$ cat src/rtl/sb_pkg.sv
package sb_pkg;
  localparam int unsigned UNIT_W = 2;

  typedef enum logic [UNIT_W-1:0] {
    UNIT_INT = 2'd0,
    UNIT_FP  = 2'd1,
    UNIT_BR  = 2'd2,
    UNIT_RSV = 2'd3
  } unit_e;
endpackage

$ cat src/rtl/sb_slot_reg.sv
module sb_slot_reg
  import sb_pkg::*;
#(
  parameter int unsigned RW = 5
) (
  input  logic              clk,
  input  logic              rst_n,
  input  logic              load_i,
  input  logic              issue_i,
  input  logic              vld_i,
  input  logic [UNIT_W-1:0] unit_i,
  input  logic              wr_i,
  input  logic [RW-1:0]     rd_i,
  input  logic              s1en_i,
  input  logic [RW-1:0]     s1_i,
  input  logic              s2en_i,
  input  logic [RW-1:0]     s2_i,
  output logic              pend_o,
  output logic [UNIT_W-1:0] unit_o,
  output logic              wr_o,
  output logic [RW-1:0]     rd_o,
  output logic              s1en_o,
  output logic [RW-1:0]     s1_o,
  output logic              s2en_o,
  output logic [RW-1:0]     s2_o
);
  logic pend_d, pend_q;

  always_comb begin
    if (load_i) pend_d = vld_i;
    else        pend_d = pend_q & ~issue_i;
  end

  always_ff @(posedge clk or negedge rst_n) begin
    if (!rst_n) pend_q <= 1'b0;
    else        pend_q <= pend_d;
  end

  always_ff @(posedge clk or negedge rst_n) begin
    if (!rst_n) begin
      unit_o <= '0;
      wr_o   <= 1'b0;
      rd_o   <= '0;
      s1en_o <= 1'b0;
      s1_o   <= '0;
      s2en_o <= 1'b0;
      s2_o   <= '0;
    end else if (load_i) begin
      unit_o <= unit_i;
      wr_o   <= wr_i;
      rd_o   <= rd_i;
      s1en_o <= s1en_i;
      s1_o   <= s1_i;
      s2en_o <= s2en_i;
      s2_o   <= s2_i;
    end
  end

  assign pend_o = pend_q;
endmodule

$ cat src/rtl/sb_lock_table.sv
module sb_lock_table #(
  parameter int unsigned NREG = 32,
  parameter int unsigned NSET = 2,
  parameter int unsigned NCLR = 2,
  parameter int unsigned RW   = $clog2(NREG)
) (
  input  logic                     clk,
  input  logic                     rst_n,
  input  logic [NSET-1:0]          set_en,
  input  logic [NSET-1:0][RW-1:0]  set_reg,
  input  logic [NCLR-1:0]          clr_en,
  input  logic [NCLR-1:0][RW-1:0]  clr_reg,
  output logic [NREG-1:0]          lock_o
);
  logic [NREG-1:0] set_mask, clr_mask, lock_d, lock_q;
  logic            upd;

  always_comb begin
    set_mask = '0;
    clr_mask = '0;
    for (int c = 0; c < NCLR; c++)
      if (clr_en[c]) clr_mask[clr_reg[c]] = 1'b1;
    for (int s = 0; s < NSET; s++)
      if (set_en[s]) set_mask[set_reg[s]] = 1'b1;
    // a new lock takes precedence over a clear of the same register
    lock_d    = (lock_q & ~clr_mask) | set_mask;
    lock_d[0] = 1'b0;
    upd       = (|set_en) | (|clr_en);
  end

  always_ff @(posedge clk or negedge rst_n) begin
    if (!rst_n)   lock_q <= '0;
    else if (upd) lock_q <= lock_d;
  end

  assign lock_o = lock_q;
endmodule

$ cat src/rtl/sb_reg_hazard.sv
module sb_reg_hazard #(
  parameter int unsigned NREG = 32,
  parameter int unsigned RW   = $clog2(NREG)
) (
  input  logic [NREG-1:0] lock_i,
  input  logic            s1en_i,
  input  logic [RW-1:0]   s1_i,
  input  logic            s2en_i,
  input  logic [RW-1:0]   s2_i,
  input  logic            wre_i,
  input  logic [RW-1:0]   rd_i,
  output logic            src_busy_o,
  output logic            dst_busy_o
);
  always_comb begin
    src_busy_o = (s1en_i & lock_i[s1_i]) | (s2en_i & lock_i[s2_i]);
    dst_busy_o = wre_i & lock_i[rd_i];
  end
endmodule

$ cat src/rtl/sb_issue_ctl.sv
module sb_issue_ctl
  import sb_pkg::*;
#(
  parameter int unsigned RW = 5
) (
  input  logic [1:0]             pend_i,
  input  logic [1:0]             src_busy_i,
  input  logic [1:0]             dst_busy_i,
  input  logic [1:0][UNIT_W-1:0] unit_i,
  input  logic [1:0]             wre_i,
  input  logic [1:0][RW-1:0]     rd_i,
  input  logic                   b_s1en_i,
  input  logic [RW-1:0]          b_s1_i,
  input  logic                   b_s2en_i,
  input  logic [RW-1:0]          b_s2_i,
  output logic [1:0]             go_o,
  output logic                   ready_o
);
  logic a_ok, b_ok, same_unit, b_dep;

  always_comb begin
    a_ok      = pend_i[0] & ~src_busy_i[0] & ~dst_busy_i[0];
    b_ok      = pend_i[1] & ~src_busy_i[1] & ~dst_busy_i[1];
    same_unit = (unit_i[0] == unit_i[1]);
    b_dep     = wre_i[0] & ((b_s1en_i & (b_s1_i == rd_i[0])) |
                            (b_s2en_i & (b_s2_i == rd_i[0])) |
                            (wre_i[1] & (rd_i[1] == rd_i[0])));
    go_o[0]   = a_ok;
    go_o[1]   = b_ok & (~pend_i[0] | (a_ok & ~same_unit & ~b_dep));
    ready_o   = (~pend_i[0] | go_o[0]) & (~pend_i[1] | go_o[1]);
  end
endmodule

$ cat src/rtl/dual_issue_sb.sv
module dual_issue_sb
  import sb_pkg::*;
#(
  parameter int unsigned NREG = 32,
  parameter int unsigned NWB  = 2,
  parameter int unsigned RW   = $clog2(NREG)
) (
  input  logic              clk,
  input  logic              rst_n,
  input  logic              in_valid,
  output logic              in_ready,
  input  logic              a_valid,
  input  logic [UNIT_W-1:0] a_unit,
  input  logic              a_wr,
  input  logic [RW-1:0]     a_rd,
  input  logic              a_src1_en,
  input  logic [RW-1:0]     a_src1,
  input  logic              a_src2_en,
  input  logic [RW-1:0]     a_src2,
  input  logic              b_valid,
  input  logic [UNIT_W-1:0] b_unit,
  input  logic              b_wr,
  input  logic [RW-1:0]     b_rd,
  input  logic              b_src1_en,
  input  logic [RW-1:0]     b_src1,
  input  logic              b_src2_en,
  input  logic [RW-1:0]     b_src2,
  input  logic [NWB-1:0]    wb_valid,
  input  logic [NWB*RW-1:0] wb_reg,
  output logic              iss_a,
  output logic [UNIT_W-1:0] iss_a_unit,
  output logic              iss_a_wr,
  output logic [RW-1:0]     iss_a_rd,
  output logic              iss_b,
  output logic [UNIT_W-1:0] iss_b_unit,
  output logic              iss_b_wr,
  output logic [RW-1:0]     iss_b_rd
);
  localparam int unsigned NSLOT = 2;

  logic                         accept;
  logic [NSLOT-1:0]             vld_in, wr_in, s1en_in, s2en_in;
  logic [NSLOT-1:0][UNIT_W-1:0] unit_in;
  logic [NSLOT-1:0][RW-1:0]     rd_in, s1_in, s2_in;

  logic [NSLOT-1:0]             pend_q, wr_q, s1en_q, s2en_q, wre;
  logic [NSLOT-1:0][UNIT_W-1:0] unit_q;
  logic [NSLOT-1:0][RW-1:0]     rd_q, s1_q, s2_q;
  logic [NSLOT-1:0]             src_busy, dst_busy, go;
  logic [NREG-1:0]              lock_vec;
  logic [NWB-1:0][RW-1:0]       wb_reg_arr;

  assign accept     = in_valid & in_ready;
  assign wb_reg_arr = wb_reg;

  assign vld_in  = {b_valid, a_valid};
  assign wr_in   = {b_wr, a_wr};
  assign s1en_in = {b_src1_en, a_src1_en};
  assign s2en_in = {b_src2_en, a_src2_en};
  assign unit_in = {b_unit, a_unit};
  assign rd_in   = {b_rd, a_rd};
  assign s1_in   = {b_src1, a_src1};
  assign s2_in   = {b_src2, a_src2};

  for (genvar g = 0; g < NSLOT; g++) begin : g_slot
    sb_slot_reg #(.RW(RW)) u_slot (
      .clk     (clk),
      .rst_n   (rst_n),
      .load_i  (accept),
      .issue_i (go[g]),
      .vld_i   (vld_in[g]),
      .unit_i  (unit_in[g]),
      .wr_i    (wr_in[g]),
      .rd_i    (rd_in[g]),
      .s1en_i  (s1en_in[g]),
      .s1_i    (s1_in[g]),
      .s2en_i  (s2en_in[g]),
      .s2_i    (s2_in[g]),
      .pend_o  (pend_q[g]),
      .unit_o  (unit_q[g]),
      .wr_o    (wr_q[g]),
      .rd_o    (rd_q[g]),
      .s1en_o  (s1en_q[g]),
      .s1_o    (s1_q[g]),
      .s2en_o  (s2en_q[g]),
      .s2_o    (s2_q[g])
    );

    assign wre[g] = wr_q[g] & (rd_q[g] != '0);

    sb_reg_hazard #(.NREG(NREG), .RW(RW)) u_haz (
      .lock_i     (lock_vec),
      .s1en_i     (s1en_q[g]),
      .s1_i       (s1_q[g]),
      .s2en_i     (s2en_q[g]),
      .s2_i       (s2_q[g]),
      .wre_i      (wre[g]),
      .rd_i       (rd_q[g]),
      .src_busy_o (src_busy[g]),
      .dst_busy_o (dst_busy[g])
    );
  end

  sb_issue_ctl #(.RW(RW)) u_ctl (
    .pend_i     (pend_q),
    .src_busy_i (src_busy),
    .dst_busy_i (dst_busy),
    .unit_i     (unit_q),
    .wre_i      (wre),
    .rd_i       (rd_q),
    .b_s1en_i   (s1en_q[1]),
    .b_s1_i     (s1_q[1]),
    .b_s2en_i   (s2en_q[1]),
    .b_s2_i     (s2_q[1]),
    .go_o       (go),
    .ready_o    (in_ready)
  );

  sb_lock_table #(.NREG(NREG), .NSET(NSLOT), .NCLR(NWB), .RW(RW)) u_lock (
    .clk     (clk),
    .rst_n   (rst_n),
    .set_en  (go & wre),
    .set_reg (rd_q),
    .clr_en  (wb_valid),
    .clr_reg (wb_reg_arr),
    .lock_o  (lock_vec)
  );

  assign iss_a      = go[0];
  assign iss_a_unit = unit_q[0];
  assign iss_a_wr   = wr_q[0];
  assign iss_a_rd   = rd_q[0];
  assign iss_b      = go[1];
  assign iss_b_unit = unit_q[1];
  assign iss_b_wr   = wr_q[1];
  assign iss_b_rd   = rd_q[1];
endmodule

$ cat config.mk
export PLATFORM = sky130hd
export DESIGN_NAME = dual_issue_sb
export DESIGN_NICKNAME = d
export VERILOG_FILES = /design/src/rtl/sb_pkg.sv /design/src/rtl/sb_slot_reg.sv /design/src/rtl/sb_lock_table.sv /design/src/rtl/sb_reg_hazard.sv /design/src/rtl/sb_issue_ctl.sv /design/src/rtl/dual_issue_sb.sv
export SDC_FILE = /design/constraint.sdc
export NUM_CORES = 1
export LEC_CHECK = 0
export BUFFER_PORTS_ARGS = -buffer_cell sky130_fd_sc_hd__buf_2
export CAP_MARGIN = 10
export CORE_MARGIN = 3
export CORE_UTILIZATION = 25
export DETAILED_ROUTE_END_ITERATION = 10
export GPL_ROUTABILITY_DRIVEN = 1
export PLACE_DENSITY = 0.49
export SYNTH_ARGS = -nofsm -noshare
export SYNTH_HDL_FRONTEND = slang
export SYNTH_SLANG_ARGS = --single-unit
$ cat constraint.sdc
create_clock -name clk -period 6.91 [get_ports clk]
set_input_delay 0.691 -clock clk [delete_from_list [all_inputs] [get_ports clk]]
set_output_delay 0.691 -clock clk [all_outputs]
set_load 0.01 [all_outputs]
======== Yosys cells after proc, flatten, opt, wreduce, memory -nomap -nowiden ========
Cells that the tools add are included.
storage, ports and cells
  input bits .............................. 57
  flip-flop bits (word level) ............. 73
  output and inout bits ................... 19
cells by class
  bitwise gates (word level) .............. 47
  reductions and logical operators ........ 8
  mux-type cells .......................... 26
  $lt $le $gt $ge ......................... 12
  equal/unequal tests ..................... 4
operators by type and width
  cell                                                         count
  2-to-1 mux 32 bit                                            4
  bitwise OR 32 bit                                            3
  less-than comparator 5 x 6 -> 1 bit (second input constant)  8
  bitwise AND 32 bit                                           1
  inverter 32 bit                                              1
  binary-select mux 1 bit (select 5 bit)                       6
  bitwise AND 1 bit                                            23
  demux 1 bit (select 5 bit)                                   4
  >= comparator 5 x 1 -> 1 bit (second input constant)         4
  == test 5 bit                                                3
  2-to-1 mux 1 bit                                             12
  inverter 1 bit                                               10
  nonzero test 5 bit                                           2
  bitwise OR 1 bit                                             8
  logical AND 1 bit                                            4
  OR reduction 2 bit                                           2
  bitwise AND 2 bit                                            1
  == test 2 bit                                                1

======== Logic depth before layout (Yosys ltp) ========
  depth after elaboration ................. 16
  depth in mapped cells ................... 11

======== Modules after synthesis ========
Synthesis repeated with hierarchy kept, for this count alone.
unflattened totals
  cells, all modules ...................... 447
  area, all modules ....................... 5504.0 um2
modules (own cells, without submodules)
  module         area an instance (um2)  cells an instance  times used
  sb_lock_table  1923.1                  190                1
  sb_reg_hazard  837.1                   58                 2
  sb_slot_reg    788.3                   46                 2
  sb_issue_ctl   259.0                   38                 1
  dual_issue_sb  71.3                    11                 1

======== Worst setup path after synthesis ========
OpenSTA, ideal clock, no wires.
  kind .................................... reg2out
  start point ............................. register g_slot[0].u_slot.rd_o[0]
  end point ............................... output port iss_a
  setup slack ............................. 3720 ps
  buffers on the path ..................... 3
  stages on the path, launching flop included .. 9
  required time ........................... 6219 ps
  arrival ................................. 2499 ps
  cells stage by stage .................... dfrtp_1 > buf_2 > buf_2 > mux2i_1 > o221ai_1 > a2111oi_0 > nor3_1 > nor4_1 > clkbuf_1
on the way
  longest elaborated chain between the ends .. 5
  elaborated cells on any way between the ends .. 7
  classes of those cells .................. mux: 2; bitwise: 4; reduce/logical: 1
RTL lines
  item                                                                          RTL line                                  text
  from (decl)                                                                   sb_slot_reg.sv:21                         output logic [RW-1:0] rd_o,
  from (signal assigned)                                                        sb_slot_reg.sv:51                         rd_o <= rd_i;
  binary-select mux 1 bit (select 5 bit) or nonzero test 5 bit (tied branches)  sb_reg_hazard.sv:17, dual_issue_sb.sv:89
  2-to-1 mux 1 bit (implied by the code) or bitwise AND 1 bit (tied branches)   sb_reg_hazard.sv:17, dual_issue_sb.sv:89
  bitwise AND 1 bit *                                                           sb_reg_hazard.sv:17                       dst_busy_o = wre_i & lock_i[rd_i];
  inverter 1 bit *                                                              sb_issue_ctl.sv:22                        a_ok = pend_i[0] & ~src_busy_i[0] & ~dst_busy_i[0];
  bitwise AND 1 bit *                                                           sb_issue_ctl.sv:22
  to (decl)                                                                     dual_issue_sb.sv:30                       output logic iss_a,
Mark *: on every way between the ends. The rest lies on a longest branch, timed or not. The select of a mux whose other input is x is not followed.

======== Worst setup path after layout ========
  start point ............................. register g_slot[0].u_slot.rd_o[0]
  end point ............................... output port iss_b
on the way
  longest elaborated chain between the ends .. 9
  elaborated cells on any way between the ends .. 21
  classes of those cells .................. eq/ne: 3; mux: 2; bitwise: 15; reduce/logical: 1
RTL lines
  item                                                                  RTL line                                 text
  binary-select mux 1 bit (select 5 bit), or another cell as far along  sb_reg_hazard.sv:17
  2-to-1 mux 1 bit (implied by the code), or another cell as far along  sb_reg_hazard.sv:17
  bitwise AND 1 bit or bitwise OR 1 bit (tied branches)                 sb_reg_hazard.sv:17, sb_issue_ctl.sv:25
  inverter 1 bit or bitwise OR 1 bit (tied branches)                    sb_issue_ctl.sv:22, sb_issue_ctl.sv:26
  bitwise AND 1 bit, on equally long branches                           sb_issue_ctl.sv:22, sb_issue_ctl.sv:25
  bitwise AND 1 bit or inverter 1 bit (tied branches)                   sb_issue_ctl.sv:29                       go_o[1] = b_ok & (~pend_i[0] | (a_ok & ~same_unit & ~b_dep));
  bitwise AND 1 bit *                                                   sb_issue_ctl.sv:29
  bitwise OR 1 bit *                                                    sb_issue_ctl.sv:29
  bitwise AND 1 bit *                                                   sb_issue_ctl.sv:29
  to (decl)                                                             dual_issue_sb.sv:34                      output logic iss_b,
Marked as above.

==> results.txt <==
----------------------------------------------------
[Run status]
  Result of the run ... completed

[Setup path]
  Setup slack, reg-to-reg ... 2.51 ns
  Crit path buffers/inverters ... 2
  Largest fanout on the critical path ... 26
  Startpoint of the worst-slack reg-to-reg timing path ... g_slot[0].u_slot.rd_o[0]$_DFFE_PN0P_
  Max stage delay cell, worst path ... sky130_fd_sc_hd__dfrtp_1
  Gate family responsible for the most delay along the worst path ... flip-flops
  Crit. End Element ... output port
  Category of the most critical setup path ... flop to output port
  Sequence of cells on the critical path ... mux2i_1 > o221ai_1 > a2111oi_0 > nor3_1 > o31ai_2 > nand2_2 > inv_1 > buf_2
  RR Endpoint ... g_slot[1].u_slot.rd_o[1]$_DFFE_PN0P_
  Critical path data required time ... 6.22 ns
  Max incr delay on CP ... 1.12 ns
  Logic depth of the worst register-to-register path ... 8
  Arrival time reported for the critical path endpoint ... 3.79 ns
  Startpoint class of the critical path ... flop

[Power]
  Share of total power in sequential cells ... 36.1%
  Portion of total power attributed to the clock network ... 13.7%
  Total power ... 3.85 mW
  Net switching share of the total power ... 46.9%
  Internal power summed over all cells ... 2.04 mW
  Pwr Density ... 568 nW/um2
  Worst vdd rail ir drop ... 0.144 mV
  Leakage power ... 2.78 nW
  Portion of total power attributed to combinational logic ... 50.1%
  Switching power ... 1.80 mW

[Route]
  Vias ... 5159
  Post-detailed-route wirelength per cell ... 22.6 um
  Drt drc ... 0
  Final routed wirelength across all metal layers ... 21.3 mm
  Detailed router's first-iteration violation count ... 464
  Via/cell ratio ... 5.48
  Number of optimization iterations in the first detailed-route pass ... 6
  Remaining antenna violation count ... 0

[GRT]
  Congestion Overflow GR ... 0
  Largest net degree at the start of global routing ... 74
  GRT Resource Usage Total ... 16.5%
  Met2 Resource Use GR ... 23.9%
  Vias in the first global route ... 5130
  GRT met3 Usage ... 3.71%
  Antenna violations before repair ... 0
  Most used routing layer in global routing ... met2
  Global-route wire length before repair ... 32.5 mm
  Global-route track usage on met1 ... 23.6%

[Cells and area]
  Synthesis-to-finish area growth ... 14.0%
  Number of antenna repair diodes ... 0
  Final cell area excluding filler cells ... 6780 um2
  Number of cells in the finished layout apart from fillers ... 942
  Layout cell share with drive strength beyond 1 ... 27.3%
  Final net count ... 682

[Floorplanning]
  Die height ... 160 um
  I/O pin count ... 76
  Initial core utilization ... 25.9%
  Placeable core region ... 23000 um2
  Die Span X ... 160 um
  Die area ... 25700 um2
  Row count ... 55

[Placement]
  Placed instance count ... 927
  Port-buffer cells ... 75
  Placed cell areas ... 6450 um2
  Post-detail-place hpwl ... 14.6 mm
  Placer Congestion ... 0.876

[Clocking]
  Count of cells resized by post-cts repair ... 0
  TritonCTS clock tree ... done
  Insertion delay to the later sink of the worst-skew pair ... 0.36 ns
  Max Buffers Root-to-Sink ... 2
  CTS Root Cell ... sky130_fd_sc_hd__clkbuf_16
  Clock sink count ... 73
  Clock edge transition at the registers on the reported setup and hold paths ... 0.07 ns
  Number of buffers added by the clock tree synthesis step ... 9
  Buffers inserted by post-CTS timing repair ... 0
  Post-CTS Hold Fix Bufs ... 0
  H-tree level count ... 3

[Yosys]
  Adder and majority gate portion of the synthesized area ... 0%
  Seq/Total Area, Yosys ... 30.7%
  Post-synthesis net count ... 639
  Count of synthesis-stage warnings from yosys ... 0
  Number of enable flip-flop cells after synthesis ... 0
  Share of the synthesized area in the top cell type ... 30.7%
  Mapped Cells ... 582
  Main combinational cell family by area after synthesis ... multiplexers
  Yosys reg bits ... 73
  Cell type with the highest aggregate area in the netlist ... sky130_fd_sc_hd__dfrtp_1
  Xor/xnor share of the synthesized area ... 2.50%
  Avg Synthesized Cell Area ... 10.2 um2
  Number of distinct library cells after synthesis ... 64
  Synth Area in Simple Gates ... 17.4%
  Count leader, synth ... sky130_fd_sc_hd__nand2_1
  Leading post-synthesis cells by instance count ... sky130_fd_sc_hd__nand2_1 (74), sky130_fd_sc_hd__dfrtp_1 (73), sky130_fd_sc_hd__mux2_4 (38)
  Async SR Flop Fraction ... 100%
  Dominant synthesized flop cell ... sky130_fd_sc_hd__dfrtp_1
  Mux cell area share after synthesis ... 28.2%
  Complex-gate fraction of the synthesized area ... 15.7%
  Cell types occupying the most area after synthesis ... sky130_fd_sc_hd__dfrtp_1 (31%), sky130_fd_sc_hd__mux2_4 (9.6%), sky130_fd_sc_hd__mux4_2 (8.3%), sky130_fd_sc_hd__mux2i_1 (5.9%), sky130_fd_sc_hd__nand2_1 (4.7%)
  Combined area of all synthesized cells ... 5950 um2

[Timing]
  Highest attainable clock frequency ... 0.223 GHz
  Final worst path period share ... 64.8%
  Number of pins with negative max-slew slack in the final report ... 0
  Setup violations, final ... 0
  Slew at the pin closest to its max-slew limit ... 1.28 ns
  Hold Vio Cnt, Final ... 0
  Worst clock skew ... 0.0128 ns
  Relative max-transition margin ... 14.1%
  RSZ-0062 raised after global routing ... no
  TNS Setup ... 0 ns
  Final worst path period need ... 4.48 ns

[Job]
  Max-cap violation count ... 0

[Worst hold path]
  Hold Crit Class ... input pin to async pin

----------------------------------------------------
## worst max path at each step
stage | depth (start not counted) | slack [ns] | from | endpoint
final | 8 | 2.43 | g_slot[0].u_slot.rd_o[0]$_DFFE_PN0P_ | iss_b
after global routing | 8 | 2.16 | g_slot[0].u_slot.rd_o[0]$_DFFE_PN0P_ | iss_b
after CTS | 8 | 2.48 | g_slot[0].u_slot.rd_o[0]$_DFFE_PN0P_ | iss_b
after detailed placement | 8 | 2.56 | g_slot[0].u_slot.rd_o[0]$_DFFE_PN0P_ | g_slot[1].u_slot.rd_o[1]$_DFFE_PN0P_
after global placement | 8 | 2.60 | g_slot[0].u_slot.rd_o[0]$_DFFE_PN0P_ | g_slot[1].u_slot.rd_o[4]$_DFFE_PN0P_
after floorplan | 8 | 3.72 | g_slot[0].u_slot.rd_o[0]$_DFFE_PN0P_ | iss_a
## state kept, by name (all words and copies together), names as in the netlist
signal and flops:
g_slot.u_slot.s1en_o 2, g_slot.u_slot.unit_o 4, g_slot.u_slot.pend_o 2, u_lock.lock_o 31
g_slot.u_slot.s1_o 10, g_slot.u_slot.wr_o 2, g_slot.u_slot.s2_o 10, g_slot.u_slot.s2en_o 2
g_slot.u_slot.rd_o 10
## area by class of cell
cell class,instances,area [um2]
Multi-Input combinational cell,454,3800
Inverter,10,37.5
Sequential cell,73,1830
Tap cell,313,392
Clock inverter,2,60.1
Clock buffer,13,270
Timing Repair Buffer,77,393
Fill cell,2460,16200
## cells in the final DEF, fill, tap and decap left out, types with 6 or more instances in the layout
| cell | n |
|---|---|
| sky130_fd_sc_hd__xor2_1 | 6 |
| sky130_fd_sc_hd__nand2_1 | 74 |
| sky130_fd_sc_hd__buf_2 | 74 |
| sky130_fd_sc_hd__nand4_1 | 6 |
| sky130_fd_sc_hd__a21oi_1 | 25 |
| sky130_fd_sc_hd__nor3b_1 | 12 |
| sky130_fd_sc_hd__xnor2_1 | 11 |
| sky130_fd_sc_hd__nor2b_1 | 13 |
| sky130_fd_sc_hd__mux4_1 | 6 |
| sky130_fd_sc_hd__nor2_1 | 16 |
| sky130_fd_sc_hd__mux4_2 | 22 |
| sky130_fd_sc_hd__mux2_2 | 9 |
| sky130_fd_sc_hd__clkbuf_16 | 9 |
| sky130_fd_sc_hd__and3_1 | 8 |
| sky130_fd_sc_hd__mux2_4 | 38 |
| sky130_fd_sc_hd__a22oi_1 | 14 |
| sky130_fd_sc_hd__o31ai_1 | 11 |
| sky130_fd_sc_hd__o21ai_0 | 10 |
| sky130_fd_sc_hd__nand2b_1 | 8 |
| sky130_fd_sc_hd__mux2i_1 | 35 |
| sky130_fd_sc_hd__nand3_1 | 22 |
| sky130_fd_sc_hd__inv_1 | 10 |
| sky130_fd_sc_hd__nor3_1 | 9 |
| sky130_fd_sc_hd__dfrtp_1 | 73 |
| sky130_fd_sc_hd__a31oi_1 | 24 |
## power groups by stage
stage | clock network (mW) | registers, mW | logic (mW)
after floorplan | 0 | 0.865 | 1.88
after detailed placement | 0 | 1.37 | 1.91
final | 0.528 | 1.39 | 1.93
after global routing | 0.555 | 1.43 | 2.09
after CTS | 0.540 | 1.37 | 1.92
after global placement | 0 | 1.38 | 1.91
## through the flow
| step | utilization, % | setup slack, ns | hold WS, ns |
|---|---|---|---|
| floorplan | - | 3.72 | 0.395 |
| global placement | 28.1 | 2.60 | 0.511 |
| detailed placement | 28.1 | 2.56 | 0.522 |
| CTS | 29.5 | 2.48 | 0.536 |
| global route | 29.5 | 2.16 | 0.563 |
| finish | 29.5 | 2.43 | 0.482 |
## worst reg2reg max path: cells and delay by family, from the launching register on
kind / cells / cell delay [ns]
flops: 1 / 1.12
mux: 2 / 0.64
buf+inv: 1 / 0.48
simple gates: 2 / 0.94
compound gates: 3 / 1.11
## logic make-up after synthesis
group / after synthesis
muxes: 110
buffers and inverters: 55
and+or+nand+nor: 197
DFF: 73
xor gates and xnor gates: 17
AOI/OAI and AO/OA: 130
## metal layers
layer  part of all wire, %  vias up
li1                      -     2337
met1                    46     2513
met2                    43      260
met3                   7.6       49
met4                   3.2        0
met5                     0        -
Power figures use the tool's default switching activity.
